### src/rtl/octdac_pkg.sv
package octdac_pkg;
  localparam int unsigned CTRL_W = 4;
  localparam logic [CTRL_W-1:0] CTRL_NONE  = 4'h0;
  localparam logic [CTRL_W-1:0] CTRL_SLEEP = 4'hE;
  localparam logic [CTRL_W-1:0] CTRL_ALL   = 4'hF;

  typedef enum logic [1:0] {OP_NONE, OP_ONE, OP_ALL, OP_SLEEP} op_e;

  function automatic op_e op_of(input logic [CTRL_W-1:0] c, input int unsigned nch);
    if (c == CTRL_ALL) return OP_ALL;
    if (c == CTRL_SLEEP) return OP_SLEEP;
    if (c != CTRL_NONE && 32'(c) <= nch) return OP_ONE;
    return OP_NONE;
  endfunction
endpackage

### src/rtl/octdac_rstsync.sv
module octdac_rstsync #(
  parameter int unsigned STAGES = 2
) (
  input  logic clk,
  input  logic arst_n,
  output logic srst_n
);
  logic [STAGES-1:0] q;
  logic [STAGES-1:0] q_nx;

  always_comb q_nx = {q[STAGES-2:0], 1'b1};

  always_ff @(posedge clk or negedge arst_n) begin
    if (!arst_n) q <= '0;
    else         q <= q_nx;
  end

  assign srst_n = q[STAGES-1];
endmodule

### src/rtl/octdac_sync.sv
module octdac_sync #(
  parameter int unsigned W      = 3,
  parameter int unsigned STAGES = 2,
  parameter logic [W-1:0] RST_VAL = '0
) (
  input  logic         clk,
  input  logic         rst_n,
  input  logic [W-1:0] d,
  output logic [W-1:0] q
);
  logic [W-1:0] st [STAGES];

  for (genvar s = 0; s < STAGES; s++) begin : g_stage
    logic [W-1:0] nx;
    if (s == 0) begin : g_first
      always_comb nx = d;
    end else begin : g_rest
      always_comb nx = st[s-1];
    end
    always_ff @(posedge clk or negedge rst_n) begin
      if (!rst_n) st[s] <= RST_VAL;
      else        st[s] <= nx;
    end
  end

  assign q = st[STAGES-1];
endmodule

### src/rtl/octdac_shifter.sv
module octdac_shifter #(
  parameter int unsigned WORD_W = 16
) (
  input  logic              clk,
  input  logic              rst_n,
  input  logic              sclk_s,
  input  logic              cs_n_s,
  input  logic              din_s,
  output logic [WORD_W-1:0] word,
  output logic              frame_end,
  output logic              dout
);
  logic              sclk_q, cs_q, dout_q;
  logic [WORD_W-1:0] shreg, shreg_nx;
  logic              sclk_rise, sclk_fall, shift_en, dout_en, dout_nx;

  always_comb begin
    sclk_rise = sclk_s & ~sclk_q;
    sclk_fall = ~sclk_s & sclk_q;
    shift_en  = sclk_rise & ~cs_n_s;
    dout_en   = sclk_fall & ~cs_n_s;
    frame_end = cs_n_s & ~cs_q;
    shreg_nx  = shift_en ? {shreg[WORD_W-2:0], din_s} : shreg;
    dout_nx   = dout_en ? shreg[WORD_W-1] : dout_q;
  end

  always_ff @(posedge clk or negedge rst_n) begin
    if (!rst_n) begin
      sclk_q <= 1'b0;
      cs_q   <= 1'b1;
      shreg  <= '0;
      dout_q <= 1'b0;
    end else begin
      sclk_q <= sclk_s;
      cs_q   <= cs_n_s;
      shreg  <= shreg_nx;
      dout_q <= dout_nx;
    end
  end

  assign word = shreg;
  assign dout = dout_q;

  p_dout_hold_r9: assert property (@(posedge clk) disable iff (!rst_n)
    !sclk_fall |=> $stable(dout_q));
  p_idle_no_shift_r2: assert property (@(posedge clk) disable iff (!rst_n)
    cs_n_s |=> $stable(shreg));
endmodule

### src/rtl/octdac_bank.sv
module octdac_bank
  import octdac_pkg::*;
#(
  parameter int unsigned NUM_CH = 8,
  parameter int unsigned CODE_W = 10,
  parameter int unsigned WORD_W = 16
) (
  input  logic                     clk,
  input  logic                     rst_n,
  input  logic                     apply,
  input  logic [WORD_W-1:0]        word,
  output logic [NUM_CH*CODE_W-1:0] ch_flat,
  output logic                     sleep,
  output logic                     upd_stb
);
  logic [CTRL_W-1:0] ctrl;
  logic [CODE_W-1:0] code;
  op_e               op;
  logic [NUM_CH-1:0] wr_en;
  logic              sleep_q, sleep_nx, stb_q, stb_nx;

  always_comb begin
    ctrl = word[WORD_W-1 -: CTRL_W];
    code = word[WORD_W-CTRL_W-1 -: CODE_W];
    op   = op_of(ctrl, NUM_CH);
  end

  for (genvar i = 0; i < NUM_CH; i++) begin : g_ch
    localparam logic [CTRL_W-1:0] MY_CTRL = CTRL_W'(i + 1);
    logic [CODE_W-1:0] q;
    always_comb wr_en[i] = apply & ((op == OP_ALL) | ((op == OP_ONE) & (ctrl == MY_CTRL)));
    always_ff @(posedge clk or negedge rst_n) begin
      if (!rst_n)        q <= '0;
      else if (wr_en[i]) q <= code;
    end
    assign ch_flat[i*CODE_W +: CODE_W] = q;
  end

  always_comb begin
    sleep_nx = apply ? (op == OP_SLEEP) : sleep_q;
    stb_nx   = |wr_en;
  end

  always_ff @(posedge clk or negedge rst_n) begin
    if (!rst_n) begin
      sleep_q <= 1'b0;
      stb_q   <= 1'b0;
    end else begin
      sleep_q <= sleep_nx;
      stb_q   <= stb_nx;
    end
  end

  assign sleep   = sleep_q;
  assign upd_stb = stb_q;

  p_hold_r5: assert property (@(posedge clk) disable iff (!rst_n)
    !(|wr_en) |=> $stable(ch_flat));
  p_all_equal_r4: assert property (@(posedge clk) disable iff (!rst_n)
    (apply && op == OP_ALL) |=> (ch_flat == {NUM_CH{$past(code)}}));
  p_sleep_keep_r6: assert property (@(posedge clk) disable iff (!rst_n)
    (apply && op == OP_SLEEP) |=> (sleep_q && $stable(ch_flat)));
  p_wake_r7: assert property (@(posedge clk) disable iff (!rst_n)
    (apply && op != OP_SLEEP) |=> !sleep_q);
  p_stb_single_r11: assert property (@(posedge clk) disable iff (!rst_n)
    stb_q |=> !stb_q);
  p_stb_cause_r11: assert property (@(posedge clk) disable iff (!rst_n)
    stb_q |-> $past(apply));
endmodule

### src/rtl/octdac_ctrl.sv
module octdac_ctrl #(
  parameter int unsigned NUM_CH      = 8,
  parameter int unsigned CODE_W      = 10,
  parameter int unsigned PAD_W       = 2,
  parameter int unsigned SYNC_STAGES = 2
) (
  input  logic                     clk,
  input  logic                     rst_n,
  input  logic                     clr_n,
  input  logic                     spi_cs_n,
  input  logic                     spi_sclk,
  input  logic                     spi_din,
  output logic                     spi_dout,
  output logic [NUM_CH*CODE_W-1:0] ch_code,
  output logic                     sleep,
  output logic                     upd_stb
);
  localparam int unsigned WORD_W = octdac_pkg::CTRL_W + CODE_W + PAD_W;

  logic              core_rst_n, bank_rst_n, clr_arst_n;
  logic [2:0]        ser_s;
  logic [WORD_W-1:0] word;
  logic              apply;

  assign clr_arst_n = rst_n & clr_n;

  octdac_rstsync #(.STAGES(SYNC_STAGES)) u_rst_core (
    .clk(clk), .arst_n(rst_n), .srst_n(core_rst_n));

  octdac_rstsync #(.STAGES(SYNC_STAGES)) u_rst_bank (
    .clk(clk), .arst_n(clr_arst_n), .srst_n(bank_rst_n));

  octdac_sync #(.W(3), .STAGES(SYNC_STAGES), .RST_VAL(3'b100)) u_sync (
    .clk(clk), .rst_n(core_rst_n),
    .d({spi_cs_n, spi_sclk, spi_din}), .q(ser_s));

  octdac_shifter #(.WORD_W(WORD_W)) u_shift (
    .clk(clk), .rst_n(core_rst_n),
    .sclk_s(ser_s[1]), .cs_n_s(ser_s[2]), .din_s(ser_s[0]),
    .word(word), .frame_end(apply), .dout(spi_dout));

  octdac_bank #(.NUM_CH(NUM_CH), .CODE_W(CODE_W), .WORD_W(WORD_W)) u_bank (
    .clk(clk), .rst_n(bank_rst_n), .apply(apply), .word(word),
    .ch_flat(ch_code), .sleep(sleep), .upd_stb(upd_stb));

  p_clear_r8: assert property (@(posedge clk) disable iff (!core_rst_n)
    !clr_n |-> (ch_code == '0 && !sleep));
  p_reset_zero_r1: assert property (@(posedge clk)
    !rst_n |-> (ch_code == '0 && !sleep && !upd_stb && !spi_dout));
endmodule

### config.mk
export PLATFORM = sky130hd
export DESIGN_NAME = octdac_ctrl
export DESIGN_NICKNAME = d
export VERILOG_FILES = /design/src/rtl/octdac_pkg.sv /design/src/rtl/octdac_rstsync.sv /design/src/rtl/octdac_sync.sv /design/src/rtl/octdac_shifter.sv /design/src/rtl/octdac_bank.sv /design/src/rtl/octdac_ctrl.sv
export SDC_FILE = /design/constraint.sdc
export NUM_CORES = 1
export LEC_CHECK = 0
export ABC_CLOCK_PERIOD_IN_PS = 3160
export BUFFER_PORTS_ARGS = -buffer_cell sky130_fd_sc_hd__clkbuf_2
export CAP_MARGIN = 5
export CELL_PAD_IN_SITES_DETAIL_PLACEMENT = 1
export CELL_PAD_IN_SITES_GLOBAL_PLACEMENT = 2
export CORE_MARGIN = 5
export CORE_UTILIZATION = 37
export DETAILED_ROUTE_END_ITERATION = 10
export PLACE_DENSITY_LB_ADDON = 0.1
export SLEW_MARGIN = 30
export SYNTH_ARGS = -nofsm -noshare
export SYNTH_HDL_FRONTEND = slang
export SYNTH_SLANG_ARGS = --single-unit
### constraint.sdc
create_clock -name clk -period 3.16 [get_ports clk]
set_clock_uncertainty 0.05 [all_clocks]
set_input_delay 0.632 -clock clk [delete_from_list [all_inputs] [get_ports clk]]
set_output_delay 0.632 -clock clk [all_outputs]
set_load 0.005 [all_outputs]
==> results.json, run 1 <==
{
  "outcome": "finished, final reports clean",
  "min-delay-path-class": "input pin to asynchronous set/reset pin",
  "final_cell_mix": "dfrtp_1, clkbuf_2, inv_1, mux2_2",
  "drt_iter0_drc": 356,
  "leakage_nw": 2.68,
  "gp_congestion": 0.794,
  "gr-total-overflow": 0,
  "max_slew.worst_pin.slew_ns": 0.697,
  "yosys-top-cells-area": "dfrtp_1, mux2_2, a222oi_1, o32ai_1, inv_1",
  "routed_via_density": 5.82,
  "cp-end-kind": "register",
  "pwr-share-seq": 0.525,
  "p_per_area_nw_per_um2": 523,
  "cts_hold_buf": 1,
  "start_util": 0.379,
  "ant_nets": 0,
  "layout_commonest_cell": "dfrtp_1",
  "rows": 41,
  "cts_root_buf": "clkbuf_16",
  "utilization": 0.457,
  "crit_slowest_cell": "or3b_1",
  "setup_viol": 0,
  "yosysSeqAreaShare": 0.579,
  "path_class": "register to register",
  "antenna_found_initial": 0,
  "clock.fmax_mhz": 458,
  "crit_fanout": 22,
  "path_clk_slew_ns": 0.07,
  "die-height_um": 124,
  "pwr-share-clk": 0.430,
  "die_x_um": 124,
  "max-cap-violations": 0,
  "place.port_buffers": 88,
  "p_int_mw": 2.27,
  "relSlewSlack": 0.535,
  "layout-drive-gt1-share": 0.384,
  "yosysWarnings": 0,
  "clock_sinks": 111,
  "postCtsSetupBuffers": 0,
  "finalHoldViolCount": 0,
  "layout_min_cycle_time_ns": 2.18,
  "tns_ns": 0,
  "floorplan.io_pins": 89,
  "synth_cell_types": 37,
  "fin_crit_sh": 0.690,
  "synth_top_area_frac": 0.563,
  "critPathMaxStageDelay_ns": 0.63,
  "worst-r2r-setup-slack_ns": 0.98,
  "rsz0062_at_grt": "false",
  "grt_pass1_vias": 3914,
  "worstSkewPairLatency_ns": 0.35,
  "via_count": 3742,
  "layout.nets": 472,
  "cts_buffers": 9,
  "crit_chain": "nand3b_1, buf_4, or3b_1, a222oi_1",
  "p_sw_uw": 756,
  "ys_seq_elements": 111,
  "syn_avg_cell_area_um2": 12.4,
  "grt.total_usage": 0.206,
  "p_comb_frac": 0.044,
  "synthCells": 387,
  "die_area_um2": 15400,
  "synth_top_area_cell": "dfrtp_1",
  "grt_pass1_wl_um": 23600,
  "grt_max_degree": 63,
  "switching_share": 0.249,
  "vdd_drop_max_mv": 0.251,
  "holdWs_ns": 0.107,
  "wl_per_cell_um": 23.8,
  "cp.arrival_ns": 2.36,
  "worst_ep_required_time_ns": 3.34,
  "startpoint_type": "register",
  "cts_tree": "done",
  "drt_pass1_iterations": 8,
  "syn-cell-area_um2": 4800,
  "area_delta_synth_final_pct": 20.7,
  "dp_hpwl_um": 9690,
  "post-route-drc-count": 0,
  "slew_viol_final": 0,
  "coreArea_um2": 12700,
  "antennaDiodeCount": 0,
  "cts_max_level": 3,
  "clockBufferDepth": 2,
  "finalWirelength_um": 15300,
  "cts_resized": 0
}
==> Yosys cell counts, drive strengths merged <==
| cell | instances |
|---|---|
| a2111o | 1 |
| a211o | 1 |
| a21bo | 1 |
| a222oi | 40 |
| a22o | 1 |
| a31oi | 1 |
| and2 | 1 |
| and3 | 1 |
| and3b | 1 |
| buf | 7 |
| clkbuf | 31 |
| conb | 1 |
| dfrtp | 108 |
| dfstp | 3 |
| inv | 51 |
| mux2 | 46 |
| nand2 | 16 |
| nand2b | 1 |
| nand3 | 1 |
| nand3b | 3 |
| nor2 | 4 |
| nor2b | 3 |
| nor3 | 1 |
| nor3b | 2 |
| nor4 | 4 |
| o21ai | 13 |
| o32ai | 40 |
| or3b | 1 |
| or4b | 1 |
| xnor2 | 1 |
| xor2 | 1 |
==> power groups by stage <==
stage | clock [mW] | combinational, mW | sequential (mW)
CTS | 1.32 | 0.119 | 1.60
global route | 1.38 | 0.148 | 1.60
floorplan | 0 | 0.113 | 1.52
global placement | 0 | 0.113 | 1.63
finish | 1.30 | 0.134 | 1.59
detailed placement | 0 | 0.117 | 1.63
==> worst paths after layout <==
path,startpoint,to,cells past startpoint
max in group asynchronous,u_rst_bank.q[1]$_DFF_PN0_,u_bank.g_ch[4].q[3]$_DFFE_PN0P_,2
min in group clk,u_rst_core.q[0]$_DFF_PN0_,u_rst_core.q[1]$_DFF_PN0_,0
worst max-delay path,u_sync.q[2]$_DFF_PN1_,u_bank.g_ch[3].q[7]$_DFFE_PN0P_,4
worst min-delay path,clr_n,u_rst_bank.q[1]$_DFF_PN0_,2
worst min register to register,u_rst_bank.q[1]$_DFF_PN0_,u_bank.g_ch[7].q[0]$_DFFE_PN0P_,0
worst max register to register,u_sync.q[2]$_DFF_PN1_,u_bank.g_ch[3].q[7]$_DFFE_PN0P_,4
==> stage by stage <==
step	std cells	setup WS [ns]	total power [mW]	cell area (um2)
floorplan	388	0.597	1.63	4810
global placement	625	1.05	1.74	5420
detailed placement	625	0.988	1.75	5420
CTS	642	0.976	3.05	5770
global route	643	0.847	3.13	5800
finish	643	0.979	3.03	5800
==> worst max-delay path: cells and delay by family, from the launching register on <==
family / cells / cell delay (ns)
compound gates: 1 / 0.44
simple gates: 2 / 0.72
flops: 1 / 0.61
buf+inv: 1 / 0.24
==> cell families after synthesis <==
logic type,after synthesis,share of synthesized area
buffers and inverters,89,0.0730
AND/OR/NAND/NOR,40,0.0560
XOR/XNOR,2,0.00365
multiplexers,46,0.108
AO/OA/AOI/OAI,98,0.180
flip-flops,111,0.579
other,1,0.000781
==> cell type report <==
type / count / area [um2]
fill: 1372 / 6870
sequential: 111 / 2790
multi-input combinational: 188 / 1670
timing repair buffer: 105 / 591
clock buffer: 11 / 233
tap: 172 / 215
inverter: 51 / 191
clock inverter: 5 / 106
==> per-layer routing <==
| layer | GRT usage | share of wire | vias up |
|---|---|---|---|
| met2 | 0.316 | 0.47 | 144 |
| met3 | 0.0309 | 0.068 | 15 |
| met4 | 0.0671 | 0.013 | 0 |
| met5 | 0 | 0 | - |
| met1 | 0.301 | 0.45 | 1963 |
| li1 | - | - | 1620 |
==> registers in the layout, summed over array words and instances, names as in the netlist <==
name,count
u_shift.word,16
u_shift.cs_q,1
u_bank.g_ch.q,80
u_sync.g_stage.nx,3
u_shift.sclk_q,1
u_rst_core.q,2
u_bank.sleep,1
u_shift.dout,1
u_bank.upd_stb,1
u_sync.q,3
u_rst_bank.q,2
(Power assumes the default switching activity.)
==> run 2, diff against run 1 <==
--- a/config.mk
+++ b/config.mk
@@ -5,13 +5,14 @@
 export SDC_FILE = /design/constraint.sdc
 export NUM_CORES = 1
 export LEC_CHECK = 0
-export ABC_CLOCK_PERIOD_IN_PS = 3160
+export ABC_AREA = 1
+export ABC_CLOCK_PERIOD_IN_PS = 1900
 export BUFFER_PORTS_ARGS = -buffer_cell sky130_fd_sc_hd__clkbuf_2
 export CAP_MARGIN = 5
 export CELL_PAD_IN_SITES_DETAIL_PLACEMENT = 1
 export CELL_PAD_IN_SITES_GLOBAL_PLACEMENT = 2
 export CORE_MARGIN = 5
-export CORE_UTILIZATION = 37
+export CORE_UTILIZATION = 31
 export DETAILED_ROUTE_END_ITERATION = 10
 export PLACE_DENSITY_LB_ADDON = 0.1
 export SLEW_MARGIN = 30
==> constraint.sdc (replaced) <==
create_clock -name clk -period 1.9 [get_ports clk]
set_clock_uncertainty 0.05 [all_clocks]
set_input_delay 0.38 -clock clk [delete_from_list [all_inputs] [get_ports clk]]
set_output_delay 0.38 -clock clk [all_outputs]
set_load 0.005 [all_outputs]
==> results.json, run 2 <==
{
  "outcome": "finished, final reports clean",
  "p_per_area_nw_per_um2": 942,
  "finalWirelength_um": 10900,
  "worst_ep_required_time_ns": 2.06,
  "cts_resized": 0,
  "synthCells": 389,
  "cts_buffers": 9,
  "drt_pass1_iterations": 4,
  "max-cap-violations": 0,
  "path_class": "register to register",
  "antenna_found_initial": 0,
  "place.port_buffers": 88,
  "cts_tree": "done",
  "wl_per_cell_um": 16.5,
  "synth-edff-count": 0,
  "antennaDiodeCount": 0,
  "worstSkewPairLatency_ns": 0.35,
  "cts_root_buf": "clkbuf_16",
  "layout.cells.non_filler": 660,
  "cpLargestDelayFamily": "simple AND/OR/NAND/NOR gates",
  "crit_chain": "nand2_1, inv_1, nand2_2, nand2_1, o21ai_1",
  "critPathBufInv": 1,
  "yosysSeqAreaShare": 0.665,
  "max_slew.worst_pin.slew_ns": 0.593,
  "synthTopCellsByCount": "nand2_1, dfrtp_1, o21ai_1",
  "leakage_nw": 2.55,
  "drt_iter0_drc": 163,
  "final_area_um2": 5060,
  "post-route-drc-count": 0,
  "top_register": "u_bank.g_ch.q",
  "rows": 42,
  "synthArstFlopShare": 1.00,
  "coreArea_um2": 13200,
  "area_delta_synth_final_pct": 21.0,
  "die-height_um": 126,
  "synth.most_common_cell": "nand2_1",
  "synth_top_area_frac": 0.646,
  "grt_pass1_vias": 3072,
  "synth_flop_cell": "dfrtp_1",
  "setup_viol": 0,
  "dp.cells": 642,
  "gp_congestion": 0.699,
  "fin_ws_ns": 0.235,
  "pwr-share-seq": 0.523,
  "p_comb_frac": 0.085,
  "switching_share": 0.257,
  "yosys-top-cells-area": "dfrtp_1, nand2_1, o21ai_1, o21ai_0, o21ai_2",
  "vdd_drop_max_mv": 0.371,
  "die_x_um": 126,
  "path_clk_slew_ns": 0.07,
  "gr-total-overflow": 0,
  "cp-end-kind": "register",
  "rsz0062_at_grt": "false",
  "critPathMaxStageDelay_ns": 0.56,
  "tns_ns": 0,
  "crit_slowest_cell": "dfstp_2",
  "p_sw_mw": 1.23,
  "fin_crit_sh": 0.876,
  "pwr-share-clk": 0.392,
  "cp_common_cell": "nand2_1",
  "die_area_um2": 15900,
  "layout.nets": 485,
  "layout_min_cycle_time_ns": 1.67,
  "holdWs_ns": 0.0645,
  "grt_pass1_wl_um": 17700,
  "syn_avg_cell_area_um2": 10.7,
  "floorplan.io_pins": 89,
  "layout_commonest_cell": "nand2_1",
  "final_cell_mix": "nand2_1, dfrtp_1, clkbuf_2, o21ai_1, o21ai_0",
  "via_count": 2947,
  "min-delay-path-class": "input pin to register",
  "synth_top_area_cell": "dfrtp_1",
  "dp_hpwl_um": 7110,
  "clockBufferDepth": 2,
  "startpoint_type": "register",
  "cts_max_level": 3,
  "slew_viol_final": 0,
  "worst-r2r-setup-slack_ns": 0.23,
  "p_int_mw": 3.54,
  "clock.fmax_mhz": 601,
  "pre_cts_ws_ns": 0.239,
  "relSlewSlack": 0.604,
  "syn-cell-area_um2": 4180,
  "finalHoldViolCount": 0,
  "dpl_cell_area_um2": 4740,
  "ys_seq_elements": 111,
  "routed_via_density": 4.47,
  "clock_sinks": 111,
  "grt.total_usage": 0.144,
  "crit_fanout": 21,
  "start_util": 0.316,
  "synth_cell_types": 22,
  "largest_reg_flops": 80,
  "yosysWarnings": 0,
  "layout-drive-gt1-share": 0.316,
  "grt_max_degree": 83,
  "cp.arrival_ns": 1.83,
  "ant_nets": 0
}
==> run 2: changes by cell type after synthesis, sizes merged, moves of 3 or more <==
cell	before	now
nand3b	3	0
o21ai	13	95
clkbuf	31	7
nand2	16	126
buf	7	12
nor4	4	0
mux2	46	2
inv	51	20
o32ai	40	0
a222oi	40	0
nor2b	3	0
nor2	4	12
==> run 2: cells by family after synthesis <==
| family | count (synthesis) | share of synthesized area |
|---|---|---|
| AOI/OAI and AO/OA | 96 | 0.132 |
| DFF | 111 | 0.665 |
| muxes | 2 | 0.00539 |
| buffers and inverters | 39 | 0.0592 |
| other | 1 | 0.000897 |
| and+or+nand+nor | 140 | 0.137 |
==> run 2: what timing repair did <==
action | 4_1_cts | 5_1_grt
hold buffers | 2 | 0
endpoints found under the hold margin | 4 | 0
setup buffers | 0 | 0
==> run 2: layout make-up <==
class / count / area, um2
timing repair buffer: 97 / 526
clock inverter: 2 / 12.5
multi-input combinational: 240 / 1160
clock buffer: 14 / 284
inverter: 20 / 75.1
sequential: 111 / 2790
fill: 1545 / 8180
tap: 176 / 220
==> run 2: worst register-to-register path, delay by kind of cell, from the launching register on <==
kind / cells / cell delay, ns
and+or+nand+nor: 3 / 0.59
DFF: 1 / 0.56
AOI/OAI and AO/OA: 1 / 0.08
buffers and inverters: 1 / 0.26
==> run 2: final timing paths <==
kind | startpoint | end | depth (start not counted)
setup / recovery | u_sync.q[2]$_DFF_PN1_ | u_bank.g_ch[7].q[0]$_DFFE_PN0P_ | 5
hold / removal | spi_cs_n | u_sync.g_stage[1].nx[2]$_DFF_PN1_ | 1
setup reg to reg | u_sync.q[2]$_DFF_PN1_ | u_bank.g_ch[7].q[0]$_DFFE_PN0P_ | 5
hold reg to reg | u_rst_core.q[1]$_DFF_PN0_ | u_sync.q[1]$_DFF_PN0_ | 0
max in group asynchronous | u_rst_core.q[1]$_DFF_PN0_ | u_shift.word[10]$_DFFE_PN0P_ | 1
min in group asynchronous | u_rst_core.q[1]$_DFF_PN0_ | u_sync.q[1]$_DFF_PN0_ | 0
==> run 2: power groups by stage <==
stage / Clock (mW) / Sequential (mW) / Combinational, mW
2_1_floorplan: 0 / 2.56 / 0.180
3_3_place_gp: 0 / 2.54 / 0.427
3_5_place_dp: 0 / 2.54 / 0.433
4_1_cts: 1.93 / 2.49 / 0.437
5_1_grt: 2.02 / 2.51 / 0.462
6_report: 1.87 / 2.49 / 0.406
==> run 2: per-stage QoR <==
step	power, mW	util
3_5_place_dp	2.97	0.358
4_1_cts	4.86	0.382
3_3_place_gp	2.96	0.358
6_report	4.77	0.382
5_1_grt	4.99	0.382
2_1_floorplan	2.74	-
==> run 2: routing by layer <==
| layer | part of all wire | track usage | vias up | wire [um] |
|---|---|---|---|---|
| met5 | 0 | 0 | - | 0 |
| met4 | 0.017 | 0.0549 | 0 | 190 |
| met3 | 0.046 | 0.0305 | 14 | 502 |
| met2 | 0.45 | 0.227 | 67 | 4940 |
| met1 | 0.48 | 0.195 | 1441 | 5230 |
| li1 | - | - | 1425 | - |
==> run 3, diff against run 2 <==
--- a/config.mk
+++ b/config.mk
@@ -11,6 +11,7 @@
 export CAP_MARGIN = 5
 export CELL_PAD_IN_SITES_DETAIL_PLACEMENT = 1
 export CELL_PAD_IN_SITES_GLOBAL_PLACEMENT = 2
+export CORE_ASPECT_RATIO = 1.25
 export CORE_MARGIN = 5
 export CORE_UTILIZATION = 31
 export DETAILED_ROUTE_END_ITERATION = 10
==> results.json, run 3 (synthesized netlist as in run 2, its figures left out) <==
{
  "min-delay-path-class": "input pin to register",
  "clock_sinks": 111,
  "startpoint_type": "register",
  "die-height_um": 140,
  "area_delta_synth_final_pct": 22.2,
  "max-cap-violations": 0,
  "cts_tree": "done",
  "path_class": "register to register",
  "wl_per_cell_um": 16.8,
  "relSlewSlack": 0.643,
  "layout-drive-gt1-share": 0.321,
  "drt_iter0_drc": 181,
  "finalWirelength_um": 11100,
  "cts_max_level": 3,
  "slew_viol_final": 0,
  "holdWs_ns": 0.0634,
  "cp-end-kind": "register",
  "layout_min_cycle_time_ns": 1.65,
  "cp_common_cell": "nand2_1",
  "worst_ep_required_time_ns": 2.08,
  "grt_pass1_vias": 2986,
  "outcome": "finished, final reports clean",
  "drt_pass1_iterations": 4,
  "largest_reg_flops": 80,
  "place.port_buffers": 88,
  "crit_slowest_cell": "dfstp_2",
  "finalHoldViolCount": 0,
  "cts_buffers": 9,
  "gp_congestion": 0.744,
  "cp.arrival_ns": 1.82,
  "layout.nets": 490,
  "power_mw": 4.92,
  "setup_viol": 0,
  "dpl_cell_area_um2": 4770,
  "start_util": 0.316,
  "die_area_um2": 15900,
  "coreArea_um2": 13200,
  "cts_root_buf": "clkbuf_16",
  "max_slew.worst_pin.slew_ns": 0.536,
  "r2r-end": "u_bank.upd_stb$_DFF_PN0_",
  "crit_fanout": 21,
  "reg2reg_from": "u_shift.cs_q$_DFF_PN1_",
  "ant_nets": 0,
  "die_x_um": 114,
  "rows": 47,
  "grt_max_degree": 34,
  "vdd_drop_max_mv": 0.364,
  "cpLargestDelayFamily": "simple AND/OR/NAND/NOR gates",
  "via_count": 2947,
  "post-route-drc-count": 0,
  "hold_path_depth": 1,
  "critPathMaxStageDelay_ns": 0.52,
  "hold_start": "spi_cs_n",
  "final_cell_mix": "nand2_1, dfrtp_1, clkbuf_2, o21ai_1, o21ai_0",
  "path_clk_slew_ns": 0.07,
  "reg2reg_depth": 7,
  "utilization": 0.386,
  "layout_commonest_cell": "nand2_1",
  "clock.fmax_mhz": 608,
  "crit_chain": "inv_1, nand2_1, inv_1, nand2_2, nand2_1, nor2_1, nand2_1",
  "dp_hpwl_um": 7700,
  "worst-r2r-setup-slack_ns": 0.25,
  "rsz0062_at_grt": "false",
  "clockBufferDepth": 2,
  "gr-total-overflow": 0,
  "final_area_um2": 5110,
  "grt_pass1_wl_um": 17600,
  "critPathBufInv": 2,
  "top_register": "u_bank.g_ch.q",
  "tns_ns": 0,
  "antenna_found_initial": 0,
  "p_per_area_nw_per_um2": 963,
  "grt.total_usage": 0.147,
  "worstSkewPairLatency_ns": 0.34,
  "postCtsSetupBuffers": 0,
  "floorplan.io_pins": 89,
  "antennaDiodeCount": 0,
  "fin_crit_sh": 0.866,
  "leakage_nw": 2.59,
  "hold_end": "u_sync.g_stage[1].nx[2]$_DFF_PN1_",
  "routed_via_density": 4.47
}
## run 3: cell count changes in the layout (fill, tap and decap cells not counted), sizes merged
cell      delta
clkbuf       -2
clkinv       +1
buf          +5
clkinvlp     -1
bufinv       +2
## run 3: worst max-delay path by stage
stage	from	endpoint	depth (start not counted)
3_5_place_dp	u_shift.cs_q$_DFF_PN1_	u_bank.upd_stb$_DFF_PN0_	7
5_1_grt	u_sync.q[2]$_DFF_PN1_	u_bank.g_ch[7].q[9]$_DFFE_PN0P_	5
4_1_cts	u_sync.q[2]$_DFF_PN1_	u_bank.g_ch[7].q[9]$_DFFE_PN0P_	5
2_1_floorplan	u_rst_bank.q[1]$_DFF_PN0_	u_bank.g_ch[0].q[0]$_DFFE_PN0P_	0
3_3_place_gp	u_sync.q[2]$_DFF_PN1_	u_bank.g_ch[7].q[5]$_DFFE_PN0P_	5
6_report	u_shift.cs_q$_DFF_PN1_	u_bank.upd_stb$_DFF_PN0_	7
## run 3: layer usage
layer | up-vias | track usage | wire (um)
li1 | 1434 | - | -
met1 | 1441 | 0.198 | 5020
met2 | 64 | 0.235 | 5440
met3 | 8 | 0.0282 | 492
met4 | 0 | 0.0525 | 153
met5 | - | 0 | 0
## run 3: per-stage QoR
| stage | worst slack [ns] | cells |
|---|---|---|
| 6_report | 0.255 | 660 |
| 5_1_grt | 0.0813 | 660 |
| 4_1_cts | 0.242 | 660 |
| 3_5_place_dp | 0.261 | 642 |
| 3_3_place_gp | 0.292 | 642 |
| 2_1_floorplan | 0.429 | 390 |
## run 3: worst reg2reg max path: stages, from the launching register on
cell and delay, ns:
dfstp_2 0.52, inv_1 0.03, nand2_1 0.08, inv_1 0.16, nand2_2 0.40, nand2_1 0.10
nor2_1 0.12, nand2_1 0.07
## run 3: cell type report
type / instances / area, um2
Fill cell: 1519 / 8120
Sequential cell: 111 / 2790
Multi-Input combinational cell: 240 / 1160
Timing Repair Buffer: 102 / 563
Clock buffer: 12 / 246
Tap cell: 171 / 214
Inverter: 20 / 75.1
Clock inverter: 4 / 70.1
## run 3: what timing repair did
action | CTS | global route
gates resized for setup | 0 | 0
setup endpoints to repair | 0 | 0
hold buffers | 2 | 0
hold endpoints to repair | 4 | 0
## run 3: power by group
part	leakage [nW]	switching [mW]	internal (mW)	total, mW
combinational	0.925	0.333	0.0793	0.413
sequential	1.51	0.0512	2.45	2.50
clock	0.157	0.820	1.19	2.01
total	2.59	1.20	3.72	4.92
